$ cat config.mk
export PLATFORM = sky130hd
export DESIGN_NAME = bus_req_arbiter
export DESIGN_NICKNAME = d
export VERILOG_FILES = /design/src/rtl/bra_pkg.sv /design/src/rtl/bra_sync.sv /design/src/rtl/bra_fsm.sv /design/src/rtl/bus_req_arbiter.sv
export SDC_FILE = /design/constraint.sdc
export NUM_CORES = 1
export LEC_CHECK = 0
export BUFFER_PORTS_ARGS = -buffer_cell sky130_fd_sc_hd__buf_2
export CORE_AREA = 2 2 39 41
export DETAILED_ROUTE_END_ITERATION = 6
export DIE_AREA = 0 0 41 43
export PLACE_DENSITY = 0.5
export SLEW_MARGIN = 20
export SYNTH_ARGS = -nofsm -noshare
export SYNTH_HDL_FRONTEND = slang
export SYNTH_HIERARCHICAL = 1
export SYNTH_SLANG_ARGS = --single-unit
$ cat constraint.sdc
create_clock -name clk -period 1 [get_ports clk]
set_clock_uncertainty 0.2 [all_clocks]
set_input_delay 0.1 -clock clk [delete_from_list [all_inputs] [get_ports clk]]
set_output_delay 0.1 -clock clk [all_outputs]
set_load 0.05 [all_outputs]
$ cat src/rtl/bra_pkg.sv
// Package: shared state encoding for the external bus request arbiter.
// Assumes nothing beyond being compiled before the modules that import it.
package bra_pkg;

    typedef enum logic [1:0] {
        ST_IDLE = 2'd0,  // no interest in the bus
        ST_REQ  = 2'd1,  // request driven, waiting for grant with bus free
        ST_OWN  = 2'd2   // bus owned, transfer in progress
    } bra_state_e;

endpackage

$ cat src/rtl/bra_sync.sv
// bra_sync: delays a vector of asynchronous inputs through STAGES flops.
// With STAGES = 0 the inputs pass straight through. Assumes each bit is
// independent (no multi-bit coherence is required by the consumer).
module bra_sync #(
    parameter int          STAGES    = 2,
    parameter int          WIDTH     = 2,
    parameter logic [WIDTH-1:0] RST_VAL = '1
) (
    input  logic             clk,
    input  logic             rst_n,
    input  logic [WIDTH-1:0] d_i,
    output logic [WIDTH-1:0] q_o
);

    generate
        if (STAGES == 0) begin : g_bypass
            // Purpose: no sampling delay requested.
            assign q_o = d_i;
        end else begin : g_chain
            logic [WIDTH-1:0] stage_q [STAGES];

            // Purpose: shift the inputs one stage per clock, reset to idle level.
            always_ff @(posedge clk) begin
                if (!rst_n) begin
                    for (int i = 0; i < STAGES; i++) stage_q[i] <= RST_VAL;
                end else begin
                    stage_q[0] <= d_i;
                    for (int i = 1; i < STAGES; i++) stage_q[i] <= stage_q[i-1];
                end
            end

            assign q_o = stage_q[STAGES-1];
        end
    endgenerate

endmodule

$ cat src/rtl/bra_fsm.sv
// bra_fsm: request / own / release sequencer for the external bus.
// Assumes grant and busy are already sampled into the clock domain.
// Abort (request dropped) takes priority over acquisition in ST_REQ.
module bra_fsm
    import bra_pkg::*;
(
    input  logic clk,
    input  logic rst_n,
    input  logic dma_req_i,
    input  logic dma_done_i,
    input  logic grant_s_n_i,
    input  logic busy_s_n_i,
    output logic req_n_o,
    output logic busy_n_o,
    output logic bus_en_o,
    output logic grant_ack_o
);

    bra_state_e state_q, state_d;
    logic       ack_q;
    logic       bus_free;

    assign bus_free = !grant_s_n_i && busy_s_n_i;

    // Purpose: next-state decision from the current state and qualified inputs.
    always_comb begin
        state_d = state_q;
        unique case (state_q)
            ST_IDLE: if (dma_req_i) state_d = ST_REQ;
            ST_REQ: begin
                if (!dma_req_i)    state_d = ST_IDLE;
                else if (bus_free) state_d = ST_OWN;
            end
            ST_OWN:  if (dma_done_i) state_d = ST_IDLE;
            default: state_d = ST_IDLE;
        endcase
    end

    // Purpose: state register and the one-cycle grant acknowledge.
    always_ff @(posedge clk) begin
        if (!rst_n) begin
            state_q <= ST_IDLE;
            ack_q   <= 1'b0;
        end else begin
            state_q <= state_d;
            ack_q   <= (state_q == ST_REQ) && (state_d == ST_OWN);
        end
    end

    assign req_n_o     = (state_q == ST_IDLE);
    assign busy_n_o    = (state_q != ST_OWN);
    assign bus_en_o    = (state_q == ST_OWN);
    assign grant_ack_o = ack_q;

    logic owning;
    assign owning = (state_q == ST_OWN);

    p_take_needs_free_r3: assert property (@(posedge clk) disable iff (!rst_n)
        $rose(owning) |-> $past(!grant_s_n_i && busy_s_n_i));

    p_hold_until_done_r7: assert property (@(posedge clk) disable iff (!rst_n)
        (owning && !dma_done_i) |=> owning);

    p_abort_wins_r9: assert property (@(posedge clk) disable iff (!rst_n)
        (state_q == ST_REQ && !dma_req_i) |=> (state_q == ST_IDLE));

    p_done_ignored_r10: assert property (@(posedge clk) disable iff (!rst_n)
        (state_q == ST_IDLE && !dma_req_i && dma_done_i) |=> (state_q == ST_IDLE));

endmodule

$ cat src/rtl/bus_req_arbiter.sv
// bus_req_arbiter: lets a DMA engine obtain an external bus granted by a host
// and shared with peer masters. Grant and busy are sampled through SYNC_STAGES
// flops; the bus is taken only with grant low and busy high in one sample.
// Assumes dma_done_i is only meaningful while bus_en_o is high.
module bus_req_arbiter #(
    parameter int SYNC_STAGES = 2
) (
    input  logic clk,
    input  logic rst_n,
    input  logic dma_req_i,
    input  logic dma_done_i,
    input  logic grant_n_i,
    input  logic busy_n_i,
    output logic req_n_o,
    output logic busy_n_o,
    output logic bus_en_o,
    output logic grant_ack_o
);

    localparam int SYNC_W = 2;

    logic [SYNC_W-1:0] raw_in, sampled;

    assign raw_in = {grant_n_i, busy_n_i};

    bra_sync #(
        .STAGES (SYNC_STAGES),
        .WIDTH  (SYNC_W),
        .RST_VAL({SYNC_W{1'b1}})
    ) u_sync (
        .clk  (clk),
        .rst_n(rst_n),
        .d_i  (raw_in),
        .q_o  (sampled)
    );

    bra_fsm u_fsm (
        .clk        (clk),
        .rst_n      (rst_n),
        .dma_req_i  (dma_req_i),
        .dma_done_i (dma_done_i),
        .grant_s_n_i(sampled[1]),
        .busy_s_n_i (sampled[0]),
        .req_n_o    (req_n_o),
        .busy_n_o   (busy_n_o),
        .bus_en_o   (bus_en_o),
        .grant_ack_o(grant_ack_o)
    );

    p_req_follows_dma_r2: assert property (@(posedge clk) disable iff (!rst_n)
        (req_n_o && dma_req_i) |=> !req_n_o);

    p_own_drives_r5: assert property (@(posedge clk) disable iff (!rst_n)
        bus_en_o |-> (!busy_n_o && !req_n_o));

    p_ack_pulse_r6: assert property (@(posedge clk) disable iff (!rst_n)
        grant_ack_o |=> !grant_ack_o);

    p_ack_with_own_r6: assert property (@(posedge clk) disable iff (!rst_n)
        grant_ack_o |-> bus_en_o);

    p_release_r8: assert property (@(posedge clk) disable iff (!rst_n)
        (bus_en_o && dma_done_i) |=> (req_n_o && busy_n_o && !bus_en_o));

endmodule

======== Yosys cells after proc, flatten, opt, wreduce, memory -nomap -nowiden ========
Memories as Yosys holds them, arrays and structs flattened.
Cells that the tools add are included.
storage, ports and cells
  bits in registers ....................... 3
  memories ................................ 1
  word-level logic and storage cells ...... 22
  input bits .............................. 6
  memory bits (writable) .................. 4
operators by class
  eq/ne operators ......................... 4
  multiplexer cells ....................... 9
  reductions and logical operators ........ 4
  bitwise gates (word level) .............. 2
memory list
  name                    words  bits a word  read ports  clocked after Yosys merged registers in  wr ports  line            text
  u_sync.g_chain.stage_q  2      2            2           0                                        2         bra_sync.sv:20  logic [WIDTH-1:0] stage_q [STAGES];
operators with widths
  cell                                                             count
  2-bit two-way mux                                                6
  2-bit case mux with 3 select lines                               1
  2-bit == test, second input constant                             2
  2-bit by 1-bit == test with 1-bit output, second input constant  1
  1-bit logical AND                                                2
  2-bit logical NOT                                                1
  1-bit two-way mux                                                2
  2-bit != test, second input constant                             1
  1-bit OR                                                         2
  1-bit logical NOT                                                1

======== Longest topological paths before layout ========
Gate-level depths: netlist of run 1.
  depth after elaboration ................. 7
  gate-level depth with buffers ........... 3
  mapped depth without buffers ............ 3

======== Cells and area by module ========
Netlist of run 1, hierarchy kept.
modules (own cells, without submodules)
  module    area an instance (µm²)  cells an instance  times used  sequential area each (µm²)
  bra_fsm   126.4                   12                 1           60.1
  bra_sync  120.1                   10                 1           80.1

======== Worst setup path after synthesis of run 1 ========
OpenSTA, ideal clock, no wires.
  path type ............................... register -> register
  start point ............................. register u_fsm.state_q[1]
  end point ............................... register u_fsm.state_q[1]
  stages on the path, launching flop included .. 4
  path buffers ............................ 0
  path slack .............................. -0.368 ns
  arrival time ............................ 1.080 ns
  clock period less this slack ............ 1.368 ns
  path through ............................ dfxtp_1 > nor2b_4 > inv_2 > o32ai_2
RTL lines
  what                                line                   text
  start, declared                     bra_fsm.sv:19          bra_state_e state_q, state_d;
  start signal, assigned              bra_fsm.sv:45          state_q <= state_d;
  2-bit == test                       -
  net bus_en_o                        bus_req_arbiter.sv:16  output logic bus_en_o,
  2-bit case mux with 3 select lines  bra_fsm.sv:28          unique case (state_q)
The timed path passes the listed nets, and every way through them passes these cells.
A chain may end at the register's enable or synchronous reset.

======== Worst setup path in the final report of run 1 ========
  start point ............................. register u_fsm.state_q[1]
  end point ............................... output port busy_n_o
between the ends
  word-level cells in the longest chain between the ends .. 1
ends and longest elaborated chain
  what           line                   text
  2-bit != test  bra_fsm.sv:51          assign busy_n_o = (state_q != ST_OWN);
  end, declared  bus_req_arbiter.sv:15  output logic busy_n_o,
Every way passes these cells.

==> impl_metrics.env, run 1 <==
export IMPL_status="complete, but fails checks"
export IMPL_violations="negative hold slack, negative setup slack"
export IMPL_power_density_nw_per_um2=1490
export IMPL_rsz0062_at_grt="true"
export IMPL_wl_um=442
export IMPL_coreArea_um2=1380
export IMPL_cpPeakStageDelay_ns=0.33
export IMPL_wl_per_cell_um=8.34
export IMPL_tightest_slew_ns=0.199
export IMPL_clock_sinks=7
export IMPL_critPathTopFamily="flip-flops"
export IMPL_final_max_slew_viol_count=0
export IMPL_synth_avg_cell_area_um2=11.2
export IMPL_crit_path_top_delay_cell="dfxtp_2"
export IMPL_syn_nets=28
export IMPL_vias=189
export IMPL_grt_overflow=0
export IMPL_start_util=0.178
export IMPL_drc_errors=0
export IMPL_numCtsBuffers=3
export IMPL_die_h_um=43
export IMPL_hold_class="primary input to flop"
export IMPL_drt_initial_drc_count=5
export IMPL_path_buf_inv=2
export IMPL_antenna_found_initial=0
export IMPL_ys_types=10
export IMPL_synthSimpleGateAreaFrac=0.274
export IMPL_slew_headroom=0.867
export IMPL_firstDrtPassIters=2
export IMPL_fin_crit_ns=1.25
export IMPL_gp_congestion=0.572
export IMPL_ys_seq_area_frac=0.569
export IMPL_synthToLayoutAreaGrowth_pct=64.0
export IMPL_endpoint_kind="output pin"
export IMPL_clock_fmax_ghz=0.803
export IMPL_cts_tree="yes"
export IMPL_synth_compound_area_frac=0.0660
export IMPL_drive_above_1_share=0.514
export IMPL_antenna_cells=0
export IMPL_hold_slack_ns=-0.141
export IMPL_synth_top_cell_area_share=0.569
export IMPL_setup_viol=5
export IMPL_crit_required_ns=0.70
export IMPL_period_share=1.25
export IMPL_postSynthCellCount=22
export IMPL_cts_root_buf="clkbuf_4"
export IMPL_post_synth_top_area_cell="dfxtp_1"
export IMPL_arrival_ns=0.95
export IMPL_grt_max_degree=6
export IMPL_netlist_area_um2=246
export IMPL_rows=14
export IMPL_ir_drop_uv=937
export IMPL_yosys_register_bits=7
export IMPL_crit_chain="nor2b_4 -> inv_6 -> buf_8"
export IMPL_clock_latency_ns=0.25
export IMPL_postCtsHoldBufs=3
export IMPL_clkTransAtPathRegs_ns=0.05
export IMPL_clk_path_buf_depth=2
export IMPL_cap_violations=0
export IMPL_yosys_area_share_xor_xnor=0
export IMPL_fill_cells=143
export IMPL_grt_first_pass_wirelength_um=696
export IMPL_path_max_fanout=3
export IMPL_synth_mux_area_frac=0
export IMPL_fin_nets=44
export IMPL_grt_pass1_vias=176
export IMPL_synth_area_leaders="dfxtp_1, nand2b_1, o32ai_2"
export IMPL_drtAntennaViolNets=0
export IMPL_worst_slack_ns=-0.246
export IMPL_dieArea_um2=1760
export IMPL_grt_util_all_layers=0.0706
export IMPL_finalHoldViolations=3
export IMPL_final_common_cell="buf_2"
export IMPL_synthAdderAreaFrac=0
export IMPL_die_x_um=41
export IMPL_total_power_mw=0.600
export IMPL_port_buffers=9
export IMPL_io_pins=10
export IMPL_synth_top_family_by_area="simple AND/OR/NAND/NOR gates"
export IMPL_criticalPathCategory="flop to output pin"
export IMPL_yosysWarnings=6
export IMPL_htree_num_levels=1
export IMPL_viasPerCell=3.57
export IMPL_p_leak_nw=0.175
export IMPL_startpoint_type="flop"
export IMPL_finalSetupTns_ns=-0.869
export IMPL_final_cell_mix="buf_2, nand2b_1, dfxtp_1"
## cell usage after synthesis, drive strengths merged
| master | number |
|---|---|
| o32ai | 1 |
| nand2b | 4 |
| nand3b | 2 |
| buf | 2 |
| dfxtp | 7 |
| nor2b | 2 |
| inv | 2 |
| nor2 | 2 |
## where the power goes
| group | internal [mW] | switching (mW) |
|---|---|---|
| Combinational | 0.0298 | 0.0273 |
| Sequential | 0.290 | 0.00434 |
| Clock | 0.152 | 0.0968 |
## cell families after synthesis
logic type      after synthesis
flops                         7
buf+inv                       4
compound gates                1
simple gates                 10
## per-stage QoR
step | setup WS [ns] | instance area, um^2 | std cells | utilization
floorplan | -0.294 | 253 | 22 | -
global placement | -0.0760 | 303 | 45 | 0.219
detailed placement | -0.0750 | 303 | 45 | 0.219
CTS | -0.261 | 398 | 53 | 0.288
global route | -0.302 | 404 | 53 | 0.292
finish | -0.246 | 404 | 53 | 0.292
## sequential cells by signal (all words and copies together) (netlist names)
register                cells
u_sync/g_chain.stage_q      4
u_fsm/state_q               2
u_fsm/grant_ack_o           1
## timing repair
item                                    4_1_cts  5_1_grt
hold endpoints to repair                      7        3
setup buffers                                 1        0
resized for setup                            11        2
endpoints found under the setup margin        6        9
## worst paths after layout
kind,from,end,slack [ns],cells past startpoint
max,u_fsm/state_q[1]$_SDFF_PN0_,busy_n_o,-0.25,3
min reg2reg,u_sync/g_chain.stage_q[0][0]$_SDFF_PN1_,u_sync/g_chain.stage_q[0][2]$_SDFF_PN1_,0.20,1
max reg2reg,u_fsm/state_q[1]$_SDFF_PN0_,u_fsm/state_q[1]$_SDFF_PN0_,-0.17,4
min,dma_done_i,u_fsm/state_q[1]$_SDFF_PN0_,-0.14,2
## cell type report
| cell class | instances | area [um^2] | share of cell area |
|---|---|---|---|
| well taps | 16 | 20.0 | 0.0495 |
| clock buffers | 4 | 26.3 | 0.0650 |
| multi-input cells | 11 | 83.8 | 0.207 |
| flip-flops and latches | 7 | 144 | 0.356 |
| inverters | 2 | 12.5 | 0.0310 |
| repair buffers | 13 | 118 | 0.291 |
## per-layer routing
layer,track usage,vias up,share of wire
li1,-,98,-
met1,0.0651,77,0.47
met2,0.0813,14,0.40
met3,0.0942,0,0.14
met4,0.0400,0,0
met5,0,-,0
Power figures use the tool's default switching activity.
==> run 2: changes to the inputs <==
PLACE_DENSITY = 0.49   (was 0.5)
clock period = 1.5 ns   (was 1 ns; I/O delays follow)
==> impl_metrics.env, run 2 (synthesized netlist as in run 1, its figures left out) <==
export IMPL_status="complete, no violations"
export IMPL_synthToLayoutAreaGrowth_pct=47.2
export IMPL_io_pins=10
export IMPL_viasPerCell=3.49
export IMPL_die_h_um=43
export IMPL_start_util=0.178
export IMPL_grt_first_pass_wirelength_um=772
export IMPL_startpoint_type="flop"
export IMPL_fin_crit_ns=1.36
export IMPL_drc_errors=0
export IMPL_criticalPathCategory="flop to output pin"
export IMPL_stdcell_area_um2=363
export IMPL_cts_tree="yes"
export IMPL_postCtsSetupBuffers=0
export IMPL_fill_cells=151
export IMPL_clock_fmax_ghz=0.733
export IMPL_drtAntennaViolNets=0
export IMPL_ir_drop_uv=532
export IMPL_final_cell_mix="buf_2, dfxtp_1, dlygate4sd3_1, nand2b_1, clkbuf_4"
export IMPL_arrival_ns=1.01
export IMPL_clock_sinks=7
export IMPL_dieArea_um2=1760
export IMPL_dp_worst_setup_slack_ns=0.398
export IMPL_drt_initial_drc_count=1
export IMPL_clkTransAtPathRegs_ns=0.05
export IMPL_rsz0062_at_grt="false"
export IMPL_largest_register="u_sync/g_chain.stage_q"
export IMPL_fin_util=0.262
export IMPL_port_buffers=9
export IMPL_hold_class="primary input to flop"
export IMPL_clk_path_buf_depth=2
export IMPL_grt_max_degree=7
export IMPL_path_max_fanout=3
export IMPL_clock_latency_ns=0.24
export IMPL_drive_above_1_share=0.405
export IMPL_min_delay_start="dma_req_i"
export IMPL_r2r_start="u_fsm/state_q[1]$_SDFF_PN0_"
export IMPL_finalHoldViolations=0
export IMPL_grt_util_all_layers=0.0757
export IMPL_antenna_cells=0
export IMPL_coreArea_um2=1380
export IMPL_vias=185
export IMPL_htree_num_levels=1
export IMPL_cap_violations=0
export IMPL_power_density_nw_per_um2=1090
export IMPL_final_max_slew_viol_count=0
export IMPL_multi_input_area_um2=83.8
export IMPL_grt_overflow=0
export IMPL_setup_viol=0
export IMPL_p_leak_nw=0.152
export IMPL_rows=14
export IMPL_final_common_cell="buf_2"
export IMPL_endpoint_kind="output pin"
export IMPL_finalSetupTns_ns=0
export IMPL_numCtsBuffers=3
export IMPL_worst_slack_ns=0.135
export IMPL_gp_congestion=0.575
export IMPL_largest_reg_flops=4
export IMPL_cp_startpoint="u_fsm/state_q[0]$_SDFF_PN0_"
export IMPL_die_x_um=41
export IMPL_period_share=0.910
export IMPL_antenna_found_initial=0
export IMPL_grt_pass1_vias=209
export IMPL_dp_hpwl_um=264
export IMPL_crit_required_ns=1.15
export IMPL_place_area_um2=297
export IMPL_total_power_mw=0.397
export IMPL_cts_root_buf="clkbuf_4"
export IMPL_fin_nets=44
export IMPL_slew_headroom=0.834
export IMPL_wl_um=477
export IMPL_register_area_um2=140
export IMPL_wl_per_cell_um=9.00
export IMPL_tightest_slew_ns=0.251
export IMPL_firstDrtPassIters=2
==> run 2: final cells by class <==
class                   instances  share of cell area
multi-input cells              11               0.231
flip-flops and latches          7               0.386
inverters                       2              0.0207
repair buffers                 13               0.234
clock buffers                   4              0.0724
well taps                      16              0.0552
==> run 2: path summary, 6_finish.rpt <==
check                                            endpoint  slack [ns]  cells after the start
setup / recovery                                 busy_n_o        0.14                      3
hold / removal               u_fsm/grant_ack_o$_SDFF_PN0_        0.05                      3
setup reg to reg              u_fsm/state_q[1]$_SDFF_PN0_        0.46                      3
hold reg to reg   u_sync/g_chain.stage_q[0][2]$_SDFF_PN1_        0.20                      1
==> run 2: power by group <==
part	switching (mW)	total, mW	leakage, nW	internal, mW
registers	0.00295	0.196	0.0577	0.193
clock network	0.0641	0.165	0.0150	0.101
logic	0.0175	0.0356	0.0792	0.0181
total	0.0845	0.397	0.152	0.312
==> run 2: stage by stage <==
| stage | hold slack (ns) | instances |
|---|---|---|
| 6_report | 0.0458 | 53 |
| 3_5_place_dp | 0.133 | 45 |
| 3_3_place_gp | 0.130 | 45 |
| 5_1_grt | 0.0474 | 53 |
| 2_1_floorplan | 0.0230 | 22 |
| 4_1_cts | 0.0414 | 53 |
==> run 2: metal layers <==
metal / wire [um] / global-route usage
met2: 217 / 0.113
met4: 0 / 0.0200
met3: 72 / 0.0942
met1: 187 / 0.0588
met5: 0 / 0
==> run 2: worst max-delay path, stage by stage, from the launching register on <==
cell     delay [ns]
dfxtp_1        0.39
nor2b_4        0.06
inv_2          0.06
buf_2          0.25
==> run 2: timing repair <==
item | 4_1_cts | 5_1_grt
resized for setup | 0 | 0
hold buffers | 4 | 0
endpoints found under the hold margin | 5 | 0
